File: config.mk
export PLATFORM = sky130hd
export DESIGN_NAME = dbuf_uart_tx
export DESIGN_NICKNAME = d
export VERILOG_FILES = /design/src/rtl/dbuf_uart_tx_pkg.sv /design/src/rtl/bit_rate_div.sv /design/src/rtl/tx_hold_buf.sv /design/src/rtl/tx_shifter.sv /design/src/rtl/dbuf_uart_tx.sv
export SDC_FILE = /design/constraint.sdc
export NUM_CORES = 1
export LEC_CHECK = 0
export BUFFER_PORTS_ARGS = -buffer_cell sky130_fd_sc_hd__buf_2
export CAP_MARGIN = 20
export CORE_MARGIN = 2
export CORE_UTILIZATION = 50
export DETAILED_ROUTE_END_ITERATION = 8
export PLACE_DENSITY = 0.81
export RECOVER_POWER = 50
export SKIP_CTS_REPAIR_TIMING = 1
export SLEW_MARGIN = 10
export SYNTH_ARGS = -nofsm -noshare
export SYNTH_HDL_FRONTEND = slang
export SYNTH_SLANG_ARGS = --single-unit
File: constraint.sdc
create_clock -name clk -period 2.68 [get_ports clk]
set_input_delay 0.134 -clock clk [delete_from_list [all_inputs] [get_ports clk]]
set_output_delay 0.134 -clock clk [all_outputs]
set_load 0.1 [all_outputs]
File: src/rtl/dbuf_uart_tx_pkg.sv
package dbuf_uart_tx_pkg;

    localparam int DATA_W  = 8;
    localparam int FRAME_W = DATA_W + 3;
    localparam int CNT_W   = $clog2(FRAME_W + 1);

    typedef enum logic {
        SH_IDLE = 1'b0,
        SH_RUN  = 1'b1
    } sh_state_t;

    typedef struct packed {
        logic [FRAME_W-1:0] bits;
        logic [CNT_W-1:0]   nbits;
    } tx_frame_t;

    function automatic tx_frame_t build_frame(
        input logic              nine,
        input logic              b9,
        input logic [DATA_W-1:0] d
    );
        tx_frame_t f;
        f.bits  = {1'b1, (nine ? b9 : 1'b1), d, 1'b0};
        f.nbits = nine ? CNT_W'(FRAME_W) : CNT_W'(FRAME_W - 1);
        return f;
    endfunction

endpackage

File: src/rtl/bit_rate_div.sv
module bit_rate_div #(
    parameter int DIV_W = 16
) (
    input  logic             clk,
    input  logic             rst,
    input  logic             run,
    input  logic [DIV_W-1:0] div_val,
    output logic             tick
);
    logic [DIV_W-1:0] cnt;

    assign tick = run && (cnt == div_val);

    always_ff @(posedge clk) begin
        if (rst || !run || tick) begin
            cnt <= '0;
        end else begin
            cnt <= cnt + 1'b1;
        end
    end

    assert_tick_needs_run_R4: assert property (@(posedge clk) disable iff (rst)
        (run && $past(run) && !$past(tick)) |-> (cnt == $past(cnt) + 1'b1));

endmodule

File: src/rtl/tx_hold_buf.sv
module tx_hold_buf
    import dbuf_uart_tx_pkg::*;
(
    input  logic              clk,
    input  logic              rst,
    input  logic              active,
    input  logic              wr_en,
    input  logic [DATA_W-1:0] wr_data,
    input  logic              take,
    output logic              full,
    output logic [DATA_W-1:0] data
);
    always_ff @(posedge clk) begin
        if (rst || !active) begin
            full <= 1'b0;
            data <= '0;
        end else if (wr_en) begin
            full <= 1'b1;
            data <= wr_data;
        end else if (take) begin
            full <= 1'b0;
        end
    end

    assert_write_replaces_R10: assert property (@(posedge clk) disable iff (rst)
        (active && wr_en) |=> (full && data == $past(wr_data)));

endmodule

File: src/rtl/tx_shifter.sv
module tx_shifter
    import dbuf_uart_tx_pkg::*;
(
    input  logic      clk,
    input  logic      rst,
    input  logic      active,
    input  logic      load,
    input  tx_frame_t frame,
    input  logic      tick,
    output logic      busy,
    output logic      txd
);
    sh_state_t          state;
    logic [FRAME_W-1:0] sr;
    logic [CNT_W-1:0]   left;

    assign busy = (state == SH_RUN);
    assign txd  = busy ? sr[0] : 1'b1;

    always_ff @(posedge clk) begin
        if (rst || !active) begin
            state <= SH_IDLE;
            sr    <= '1;
            left  <= '0;
        end else if (load && !busy) begin
            state <= SH_RUN;
            sr    <= frame.bits;
            left  <= frame.nbits;
        end else if (busy && tick) begin
            sr   <= {1'b1, sr[FRAME_W-1:1]};
            left <= left - 1'b1;
            if (left == CNT_W'(1)) begin
                state <= SH_IDLE;
            end
        end
    end

    assert_start_low_R2: assert property (@(posedge clk) disable iff (rst)
        $rose(busy) |-> !txd);

    assert_stop_high_R2: assert property (@(posedge clk) disable iff (rst)
        (busy && left == CNT_W'(1)) |-> txd);

    assert_bit_hold_R4: assert property (@(posedge clk) disable iff (rst)
        (busy && $past(busy) && !$past(tick)) |-> $stable(txd));

endmodule

File: src/rtl/dbuf_uart_tx.sv
module dbuf_uart_tx
    import dbuf_uart_tx_pkg::*;
#(
    parameter int DIV_W = 16
) (
    input  logic             clk,
    input  logic             rst,
    input  logic             port_en,
    input  logic             tx_en,
    input  logic [DIV_W-1:0] div_val,
    input  logic             nine_bit,
    input  logic             bit9_in,
    input  logic             wr_en,
    input  logic [7:0]       wr_data,
    input  logic             irq_mask,
    output logic             hold_empty,
    output logic             shift_empty,
    output logic             tx_irq,
    output logic             txd
);
    logic              active;
    logic              hold_full;
    logic [DATA_W-1:0] hold_data;
    logic              busy;
    logic              take;
    logic              tick;
    logic              empty_q;
    tx_frame_t         frame;

    assign active = port_en && tx_en;
    assign take   = active && hold_full && !busy;
    assign frame  = build_frame(nine_bit, bit9_in, hold_data);

    tx_hold_buf u_buf (
        .clk     (clk),
        .rst     (rst),
        .active  (active),
        .wr_en   (wr_en),
        .wr_data (wr_data),
        .take    (take),
        .full    (hold_full),
        .data    (hold_data)
    );

    bit_rate_div #(.DIV_W(DIV_W)) u_div (
        .clk     (clk),
        .rst     (rst),
        .run     (busy),
        .div_val (div_val),
        .tick    (tick)
    );

    tx_shifter u_sh (
        .clk    (clk),
        .rst    (rst),
        .active (active),
        .load   (take),
        .frame  (frame),
        .tick   (tick),
        .busy   (busy),
        .txd    (txd)
    );

    // Registered flag: correct from the second cycle after a write.
    always_ff @(posedge clk) begin
        if (rst) begin
            empty_q <= 1'b1;
        end else begin
            empty_q <= !hold_full;
        end
    end

    assign hold_empty  = empty_q;
    assign shift_empty = !busy;
    assign tx_irq      = empty_q && irq_mask;

    assert_abort_idle_R9: assert property (@(posedge clk) disable iff (rst)
        !active |=> (txd && shift_empty));

    assert_transfer_when_idle_R5: assert property (@(posedge clk) disable iff (rst)
        $rose(busy) |-> $past(hold_full));

endmodule

* Word level (Yosys, flattened, before mapping)
Index checks and enable logic that the tools add are counted.
** Storage, ports and cells
- Bits in registers :: 41
- Input port bits :: 32
- Output and inout port bits :: 4
- Logic and storage cells :: 40
** Cells by class
- $add $sub $neg :: 2
- Equality and inequality tests :: 2
- Mux-type cells :: 12
- Reductions and logical operators :: 17
** Operators with widths (number)
- two-way mux 10 bit :: 2
- adder 16 x 1 -> 16 bit, second input constant :: 1
- == test 16 bit :: 1
- two-way mux 1 bit :: 8
- two-way mux 4 bit :: 2
- logical AND 1 bit :: 7
- nonzero test 2 bit :: 3
- == test 4 x 1 -> 1 bit, second input constant :: 1
- subtractor 4 x 1 -> 4 bit, second input constant :: 1
- logical NOT 1 bit :: 3
- logical OR 1 bit :: 3
- AND reduction 2 bit :: 1

* Logic depth before layout (Yosys ltp)
Gate-level depths: netlist of run 1.
- Word-level depth :: 6
- Gate-level depth with buffers :: 7
- Gate-level depth less buffers :: 5

* Cells and area by module
A second synthesis of run 1 with hierarchy kept.
** Second synthesis, totals
- Cell total of the unflattened synthesis :: 235
- Area total of the unflattened synthesis :: 2038.2 um^2
** By module, submodules not included
- bit_rate_div :: instances 1, cells each 98, area each 858.3 um^2, seq. area each 320.3 um^2
- tx_shifter :: instances 1, cells each 97, area each 782.0 um^2, seq. area each 320.3 um^2
- tx_hold_buf :: instances 1, cells each 31, area each 331.6 um^2, seq. area each 180.2 um^2
- dbuf_uart_tx :: instances 1, cells each 9, area each 66.3 um^2, seq. area each 20.0 um^2

* Least setup slack after synthesis of run 1
Ideal clock, no wire load.
- Kind :: register -> register
- Start :: register u_sh.state, in the netlist u_sh.busy
- End :: register u_sh.sr[9]
- Library setup time :: 120 ps
- Data arrival time :: 1987 ps
- Required time :: 2560 ps
- Slack :: 573 ps
- Stages on the path, launching flop included :: 7
- Path buffers :: 1
- Clock period less this slack :: 2107 ps
- Path through :: dfxtp_1 inv_1 and4_1 clkbuf_1 nand2_1 or3_1 o31a_1
** On the way
- Word-level cells in the longest chain between the ends :: 4
- Elaborated cells between the ends (all ways) :: 7
- Those cells by class :: 1 x mux; 6 x reduce/logical
** RTL lines
- start, declared :: RTL line tx_shifter.sv:13 : sh_state_t state;
- start signal, assigned :: RTL line tx_shifter.sv:22 : state <= SH_IDLE;
- start signal, assigned :: RTL line tx_shifter.sv:26 : state <= SH_RUN;
- start signal, assigned :: RTL line tx_shifter.sv:33 : state <= SH_IDLE;
- logical NOT 1 bit *
- net shift_empty :: RTL line dbuf_uart_tx.sv:17 : output logic shift_empty,
- logical AND 1 bit :: RTL line dbuf_uart_tx.sv:31 : assign take = active && hold_full && !busy;
- logical AND 1 bit * :: RTL line tx_shifter.sv:25 : end else if (load && !busy) begin
- two-way mux 10 bit or nonzero test 2 bit (tied branches)
- end signal, assigned :: RTL line tx_shifter.sv:27 : sr <= frame.bits;
- end signal, assigned :: RTL line tx_shifter.sv:30 : sr <= {1'b1, sr[FRAME_W-1:1]};
- end, declared :: RTL line tx_shifter.sv:14 : logic [FRAME_W-1:0] sr;
The timed path passes the listed nets; every way through them passes the cells marked *.
A chain may end at the register's enable or synchronous reset.

* Worst setup path after layout of run 1
- Start :: register u_div.cnt[3]
- End :: register u_sh.sr[0]
** On the way
- Word-level cells in the longest chain between the ends :: 4
** RTL lines
- start, declared :: RTL line bit_rate_div.sv:10 : logic [DIV_W-1:0] cnt;
- start signal, assigned :: RTL line bit_rate_div.sv:18 : cnt <= cnt + 1'b1;
- == test 16 bit :: RTL line bit_rate_div.sv:12 : assign tick = run && (cnt == div_val);
- logical AND 1 bit :: RTL line bit_rate_div.sv:12
- logical AND 1 bit :: RTL line tx_shifter.sv:29 : end else if (busy && tick) begin
- nonzero test 2 bit (no line)
No other way between the ends.

==> flow_summary.yaml, run 1 <==
status:
  run_status: "finished clean"
synthesis:
  synth_seq_area_share_pct: 41.5
  synth_seq_cells: 41
  yosys_warnings: 0
  syn_area_um2: 1980
  post_synth_inst_count: 227
  syn_nets: 262
  synthDistinctLibCells: 29
  synth.avg_cell_area_um2: 8.72
route:
  post_drt_wl_per_cell_um: 13.5
  drt_iter0_drc: 107
  vias: 1669
  drt_first_pass_iters: 4
  ant_nets: 0
  wirelength_mm: 4.17
  vias_per_cell: 5.42
  drc: 0
min_path:
  hold_depth: 2
  hp-class: "in2reg"
worst_setup_path:
  critPathCaptureType: "flop"
  critPathRequiredTime_ns: 2.89
  crit_arrival_ns: 2.30
  endpoint: "u_sh.sr[0]"
  critPathLaunch: "u_div.cnt[3]"
  crit_type: "reg2reg"
  r2r_cells: 6
  reg2reg_slack_ns: 0.60
  r2r-end: "u_sh.sr[0]"
  critPathLaunchType: "flop"
  path_max_fanout: 20
  regToRegStartpoint: "u_div.cnt[3]"
global_routing:
  grt_pass1_wl_mm: 7.25
  grt_overflow: 0
  grt_pass1_vias: 1583
  grt_usage_pct: 21.3
  grt_max_degree: 21
  antenna_found_initial: 0
placed_design:
  io_buffers: 35
  place.gp.congestion: 0.885
  hpwl_mm: 2.95
finish:
  fill_cells: 343
  area_delta_synth_final_pct: 14.7
  fin_nets: 295
  layout_commonest_cell: "dfxtp_1"
  drive_above_1_share_pct: 15.4
  antenna_cells: 0
  layout_common_cells: "dfxtp_1 (41), nor2_1 (37), xor2_1 (30), buf_2 (30)"
cts:
  cts_tree: "built"
  clk_latency_ns: 0.28
  cts_buffers: 5
  clock-root-buffer: "clkbuf_8"
  clk_pin_slew_ns: 0.07
  cts_buffer_depth: 2
  htreeDepth: 2
  clock-sinks: 41
timing:
  slew_headroom_pct: 22.9
  fin_hold_ws_ns: 0.0744
  setup-violations-final: 0
  period_needed_ns: 2.08
  finClkSkew_ns: 0.00433
  rsz0062_at_grt: "false"
  fin_tns_setup_ns: 0
  period_share_pct: 77.8
  slew_violations: 0
  worst_pin_slew_ns: 1.16
  hold_viol: 0
  fmax_mhz: 480
pwr:
  power_density_nw_per_um2: 473
  power_leakage_nw: 0.877
  ir_drop_mv: 0.267
die:
  coreArea_um2: 3740
  die_w_um: 66.9
  dieArea_um2: 4480
  io_pins: 36
  core.rowCount: 22
  floorplan.initialDensity_pct: 52.9
  die_y_um: 66.9
flow_run:
  cap_violations: 0
==> worst min-delay path by stage <==
stage,from,end
6_report,rst,hold_empty
3_5_place_dp,rst,hold_empty
3_3_place_gp,wr_data[0],u_buf.data[0]
2_1_floorplan,rst,hold_empty
5_1_grt,wr_data[4],u_buf.data[4]
4_1_cts,rst,hold_empty
==> routing by layer <==
layer  GRT usage [%]  wire length (um)  vias to the layer above
met4            7.14                27                        0
met2            35.3              2030                       38
li1                -                 -                      855
met5               0                 0                        -
met1            27.3              1900                      774
met3            4.56               208                        2
==> layout make-up <==
cell class | instances | area [um^2] | area share (%)
Timing Repair Buffer | 38 | 191 | 8.43
Tap cell | 48 | 60.1 | 2.65
Multi-Input combinational cell | 169 | 1090 | 48.1
Inverter | 5 | 18.8 | 0.827
Sequential cell | 41 | 821 | 36.2
Clock buffer | 7 | 86.3 | 3.80
==> kinds of logic (layout without fill, tap and decap cells) <==
family / Yosys count / in the layout / share of synthesized area (%)
multiplexers: 11 / 11 / 5.56
XOR/XNOR: 31 / 31 / 13.7
flip-flops: 41 / 41 / 41.5
AO/OA/AOI/OAI: 26 / 26 / 8.72
adder cells (fa/ha/maj): 3 / 3 / 1.90
buffers and inverters: 17 / 50 / 3.35
AND/OR/NAND/NOR: 98 / 98 / 25.3
==> critical path, cell delays in order (launching register included) <==
cell and delay (ns):
dfxtp_1 0.36, xor2_1 0.18, nor4_1 0.36, nand4_1 0.26, buf_4 0.28, nor2_1 0.33, mux2i_1 0.23
==> cell usage after synthesis <==
cell type  instances  area, um^2
dfxtp_1           41         821
nor2_1            37         139
xor2_1            30         263
mux2i_1           11         110
nand2_1           11        41.3
o21ai_0           11        55.1
clkbuf_1          10        37.5
nor3_1             9        45.0
or3_1              9        56.3
a221oi_1           8        70.1
and4_1             6        52.6
nand3_1            6        30.0
inv_1              5        18.8
nand4_1            5        31.3
and2_1             4        25.0
nor4_1             4        25.0
a21oi_1            3        15.0
ha_1               3        37.5
nand2b_1           3        18.8
buf_2              2        10.0
nand3b_1           1        7.51
nor4b_2            1        15.0
o22ai_1            1        6.26
o311a_1            1        10.0
o31a_1             1        8.76
o31ai_1            1        7.51
or2_2              1        6.26
or4_1              1        7.51
xnor2_1            1        8.76
==> metrics by stage <==
step / worst slack [ns] / utilization (%) / area, um^2 / total power, mW / cells
finish: 0.595 / 60.6 / 2270 / 1.07 / 308
global route: 0.469 / 60.6 / 2270 / 1.12 / 308
CTS: 0.616 / 60.8 / 2280 / 1.09 / 308
detailed placement: 0.655 / 58.5 / 2190 / 0.698 / 301
global placement: 0.816 / 58.5 / 2190 / 0.697 / 301
floorplan: 0.573 / - / 1980 / 0.665 / 227
==> power by group <==
| group | internal [mW] | total [mW] | switching [mW] |
|---|---|---|---|
| logic | 0.0308 | 0.0692 | 0.0384 |
| clock network | 0.204 | 0.390 | 0.186 |
| registers | 0.612 | 0.614 | 0.00204 |
| total | 0.847 | 1.07 | 0.227 |
==> flip-flops by register name, indices dropped and copies added (netlist names) <==
signal	cells
u_sh.left	4
u_buf.data	8
u_sh.sr	10
u_div.cnt	16
u_sh.busy	1
u_buf.full	1
hold_empty	1
No activity file was read; power rests on OpenSTA's default activity.
==> run 2, diff against run 1 <==
CORE_UTILIZATION = 49   (was 50)
PLACE_DENSITY = 0.82   (was 0.81)
clock period = 1.9 ns   (was 2.68 ns; I/O delays follow)
==> run 2 against run 1 <==
Routed wire length grew 4.7%. Count of clock-buffer cells in the layout unchanged. Total power is 48% higher. Register-to-register slack got worse by 0.52 ns. First-iteration DRC count is 15% lower. Global-route usage decreased by 1.4 points. Die area rose by 1.9%. Core utilization rose by 0.46 points. Clock skew grew 0.0038 ns. Non-clock buffer count up 12. Sequential cell count did not move. Largest power group unchanged.
==> flow_summary.yaml, run 2 (synthesis gave the netlist of run 1 again) <==
worst_setup_path:
  r2r-end: "u_sh.sr[3]"
  reg2reg_slack_ns: 0.07
  regToRegStartpoint: "u_div.cnt[13]"
  cp_top_family: "simple AND/OR/NAND/NOR gates"
  critical_path_buf_inv_count: 2
  crit_cells: 7
  critPathCaptureType: "flop"
  crit_arrival_ns: 2.00
  critPathRequiredTime_ns: 2.07
  critPathMaxStageDelay_ns: 0.36
  crit_type: "reg2reg"
  r2r_cells: 7
  path_max_fanout: 15
  cp_slowest_cell: "dfxtp_1"
  critPathLaunchType: "flop"
  worstPathCellList: "xor2_1 > nor4_2 > nand4_1 > buf_6 > buf_4 > nor3_1 > a221oi_1"
placed_design:
  post_dp_cell_area_um2: 2250
  place.gp.congestion: 0.883
  pre_cts_slack_ns: 0.0126
  io_buffers: 35
  hpwl_mm: 3.07
  numPlacedInstances: 310
cts:
  cts_buffers: 5
  clk_pin_slew_ns: 0.08
  cts_buffer_depth: 2
  htreeDepth: 2
  cts_tree: "built"
  clock-sinks: 41
  clk_latency_ns: 0.29
  clock-root-buffer: "clkbuf_8"
finish:
  top_regs: "u_div.cnt (16), u_sh.sr (10), u_buf.data (8)"
  fin_nets: 307
  final_area_um2: 2410
  area_delta_synth_final_pct: 21.7
  largest_register: "u_div.cnt"
  layout.cells.non_filler: 323
  antenna_cells: 0
  drive_above_1_share_pct: 22.7
  layout_common_cells: "dfxtp_1 (40), nor2_1 (37), buf_2 (31)"
  largest_reg_flops: 16
  layout_commonest_cell: "dfxtp_1"
  fill_cells: 340
route:
  ant_nets: 0
  vias_per_cell: 5.48
  drt_first_pass_iters: 4
  wirelength_mm: 4.37
  post_drt_wl_per_cell_um: 13.5
  drt_iter0_drc: 91
  drc: 0
  vias: 1770
die:
  dieArea_um2: 4560
  io_pins: 36
  core.rowCount: 23
  coreArea_um2: 3940
  die_y_um: 67.6
  die_w_um: 67.6
  floorplan.initialDensity_pct: 50.2
global_routing:
  grt_usage_pct: 19.9
  antenna_found_initial: 0
  grt_overflow: 0
  grt_pass1_wl_mm: 6.82
  grt_max_degree: 20
  grt_pass1_vias: 1526
status:
  run_status: "finished clean"
min_path:
  min_to: "hold_empty"
  hold_depth: 2
  hold_start: "rst"
  hp-class: "in2reg"
timing:
  fmax_mhz: 547
  hold_viol: 0
  period_needed_ns: 1.83
  slew_violations: 0
  setup-violations-final: 0
  period_share_pct: 96.2
  worst_pin_slew_ns: 1.16
  final.setup.worst_slack_ns: 0.0715
  fin_hold_ws_ns: 0.0303
  finClkSkew_ns: 0.00815
  slew_headroom_pct: 23.0
pwr:
  p_total_mw: 1.59
  ir_drop_mv: 0.564
  power_leakage_nw: 0.957
  power_density_nw_per_um2: 659
flow_run:
  cap_violations: 0
run 2: routing by layer:
layer | global-route usage, % | part of all wire, % | wire length, um | vias up
li1 | - | - | - | 879
met1 | 25.8 | 44 | 1910 | 831
met2 | 32.2 | 49 | 2150 | 52
met3 | 4.83 | 5.2 | 225 | 8
met4 | 6.63 | 1.7 | 75 | 0
met5 | 0 | 0 | 0 | -
run 2: stage by stage:
| stage | util, % | TNS, ns |
|---|---|---|
| final | 61.1 | 0 |
| after global routing | 61.1 | -0.173 |
| after CTS | 59.6 | 0 |
| after detailed placement | 57.1 | 0 |
| after global placement | 57.1 | 0 |
| after floorplan | - | -0.135 |
run 2: where the power goes:
| group | leakage (nW) | internal [mW] | switching [mW] |
|---|---|---|---|
| clock | 0.0542 | 0.328 | 0.291 |
| combinational | 0.571 | 0.0451 | 0.0567 |
| sequential | 0.332 | 0.863 | 0.00289 |
| total | 0.957 | 1.24 | 0.351 |
run 2: layout make-up:
| type | count | area (um^2) | area share [%] |
|---|---|---|---|
| multi-input cells | 169 | 1110 | 46.2 |
| flip-flops and latches | 41 | 822 | 34.1 |
| repair buffers | 50 | 287 | 11.9 |
| clock buffers | 7 | 96.3 | 4.00 |
| well taps | 50 | 62.6 | 2.60 |
| inverters | 5 | 22.5 | 0.935 |
| clock inverters | 1 | 5.00 | 0.208 |
run 2: worst max-delay path by stage:
stage	endpoint	slack, ns	startpoint
finish	u_sh.sr[3]	0.07	u_div.cnt[13]
global placement	u_sh.left[3]	0.09	u_div.cnt[8]
CTS	u_sh.left[3]	0.01	u_div.cnt[12]
global route	u_sh.sr[7]	-0.07	u_div.cnt[13]
floorplan	u_sh.sr[2]	-0.02	u_sh.busy
detailed placement	u_sh.sr[0]	0.01	u_div.cnt[12]
==> run 3, diff against run 2 <==
GPL_TIMING_DRIVEN = 0   (was not set)
==> run 3 against run 2 <==
Combinational power down 4%. Largest cell class unchanged. Hold slack worse by 0.0060 ns. Clock skew up 0.0031 ns. Cell area down 1.1%. Register-to-register slack better by 0.04 ns. Die area unchanged. Worst setup slack better by 0.041 ns. Clock power up 15%. Critical path depth down 1.
==> flow_summary.yaml, run 3 (synthesis gave the netlist of run 1 again) <==
placed_design:
  hpwl_mm: 3.12
  place.gp.congestion: 0.807
  post_dp_cell_area_um2: 2220
  io_buffers: 34
die:
  coreArea_um2: 3940
  io_pins: 36
  floorplan.initialDensity_pct: 50.2
  core.rowCount: 23
  die_y_um: 67.6
  die_w_um: 67.6
  dieArea_um2: 4560
timing:
  hold_viol: 0
  fin_tns_setup_ns: 0
  period_needed_ns: 1.79
  finClkSkew_ns: 0.0112
  slew_headroom_pct: 22.9
  worst_pin_slew_ns: 1.16
  period_share_pct: 94.1
  fmax_mhz: 560
  slew_violations: 0
  setup-violations-final: 0
cts:
  cts_buffers: 5
  clock-sinks: 41
  cts_tree: "built"
  cts_buffer_depth: 2
  clk_latency_ns: 0.30
  htreeDepth: 2
  clk_pin_slew_ns: 0.09
  clock-root-buffer: "clkbuf_8"
worst_setup_path:
  critPathMaxStageDelay_ns: 0.35
  cp_slowest_cell: "dfxtp_1"
  worstPathCellList: "xor2_1 > nor4_2 > nand4_1 > buf_4 > nor2_1 > mux2i_1"
  path_max_fanout: 6
  critPathRequiredTime_ns: 2.13
  crit_type: "reg2reg"
  crit_arrival_ns: 2.01
  critPathLaunchType: "flop"
  critPathCaptureType: "flop"
route:
  post_drt_wl_per_cell_um: 13.6
  wirelength_mm: 4.41
  drt_iter0_drc: 76
  vias_per_cell: 5.58
  drc: 0
  drt_first_pass_iters: 4
  ant_nets: 0
  vias: 1803
finish:
  drive_above_1_share_pct: 20.5
  layout_common_cells: "dfxtp_1 (39), nor2_1 (37), buf_2 (32)"
  final_area_um2: 2380
  largest_register: "u_div.cnt"
  antenna_cells: 0
  fin_nets: 307
  layout_commonest_cell: "dfxtp_1"
  largest_reg_flops: 16
  area_delta_synth_final_pct: 20.4
  final_util_pct: 60.4
  top_regs: "u_div.cnt (16), u_sh.sr (10), u_buf.data (8)"
flow_run:
  cap_violations: 0
min_path:
  hp-class: "in2reg"
global_routing:
  antenna_found_initial: 0
  grt_overflow: 0
  grt_pass1_vias: 1681
  grt_max_degree: 15
  grt_pass1_wl_mm: 7.27
  grt_usage_pct: 21.2
pwr:
  power_leakage_nw: 0.929
  power_density_nw_per_um2: 702
  ir_drop_mv: 0.514
status:
  run_status: "finished clean"
[run 3: where the power goes]
group	switching [mW]	internal, mW
Sequential	0.00299	0.863
Combinational	0.0543	0.0439
Clock	0.315	0.394
[run 3: final cells by class]
cell class	count	area, um^2
Timing Repair Buffer	39	203
Multi-Input combinational cell	169	1100
Clock inverter	3	43.8
Tap cell	50	62.6
Fill cell	344	1560
Buffer	11	55.1
Inverter	5	22.5
Sequential cell	41	823
Clock buffer	5	68.8
[run 3: layer usage]
metal,routed length [um],global-route usage [%],vias to the layer above
met5,0,0,-
met3,163,4.67,7
li1,-,-,881
met1,1980,26.5,873
met4,59,7.91,0
met2,2200,35.5,42
[run 3: metrics by stage]
stage	total power, mW	worst slack (ns)	hold slack [ns]	std cells
floorplan	0.938	-0.0207	0.196	227
global placement	0.982	-0.00675	0.328	311
detailed placement	0.984	-0.0262	0.342	311
CTS	1.68	-0.0753	0.0256	319
global route	1.73	-0.0546	0.0267	323
finish	1.67	0.113	0.0243	323
[run 3: critical path: cells and delay by family (launching register included)]
kind	cells	cell delay, ns
XOR/XNOR	1	0.18
buffers and inverters	1	0.18
flip-flops	1	0.35
multiplexers	1	0.23
AND/OR/NAND/NOR	3	0.78
[run 3: worst paths after layout]
check | slack, ns | endpoint | from | cells after the start
hold reg to reg | 0.46 | hold_empty | u_buf.full | 1
hold / removal | 0.02 | u_buf.data[6] | wr_data[6] | 3
setup reg to reg | 0.11 | u_sh.left[1] | u_div.cnt[9] | 6
setup / recovery | 0.11 | u_sh.left[1] | u_div.cnt[9] | 6
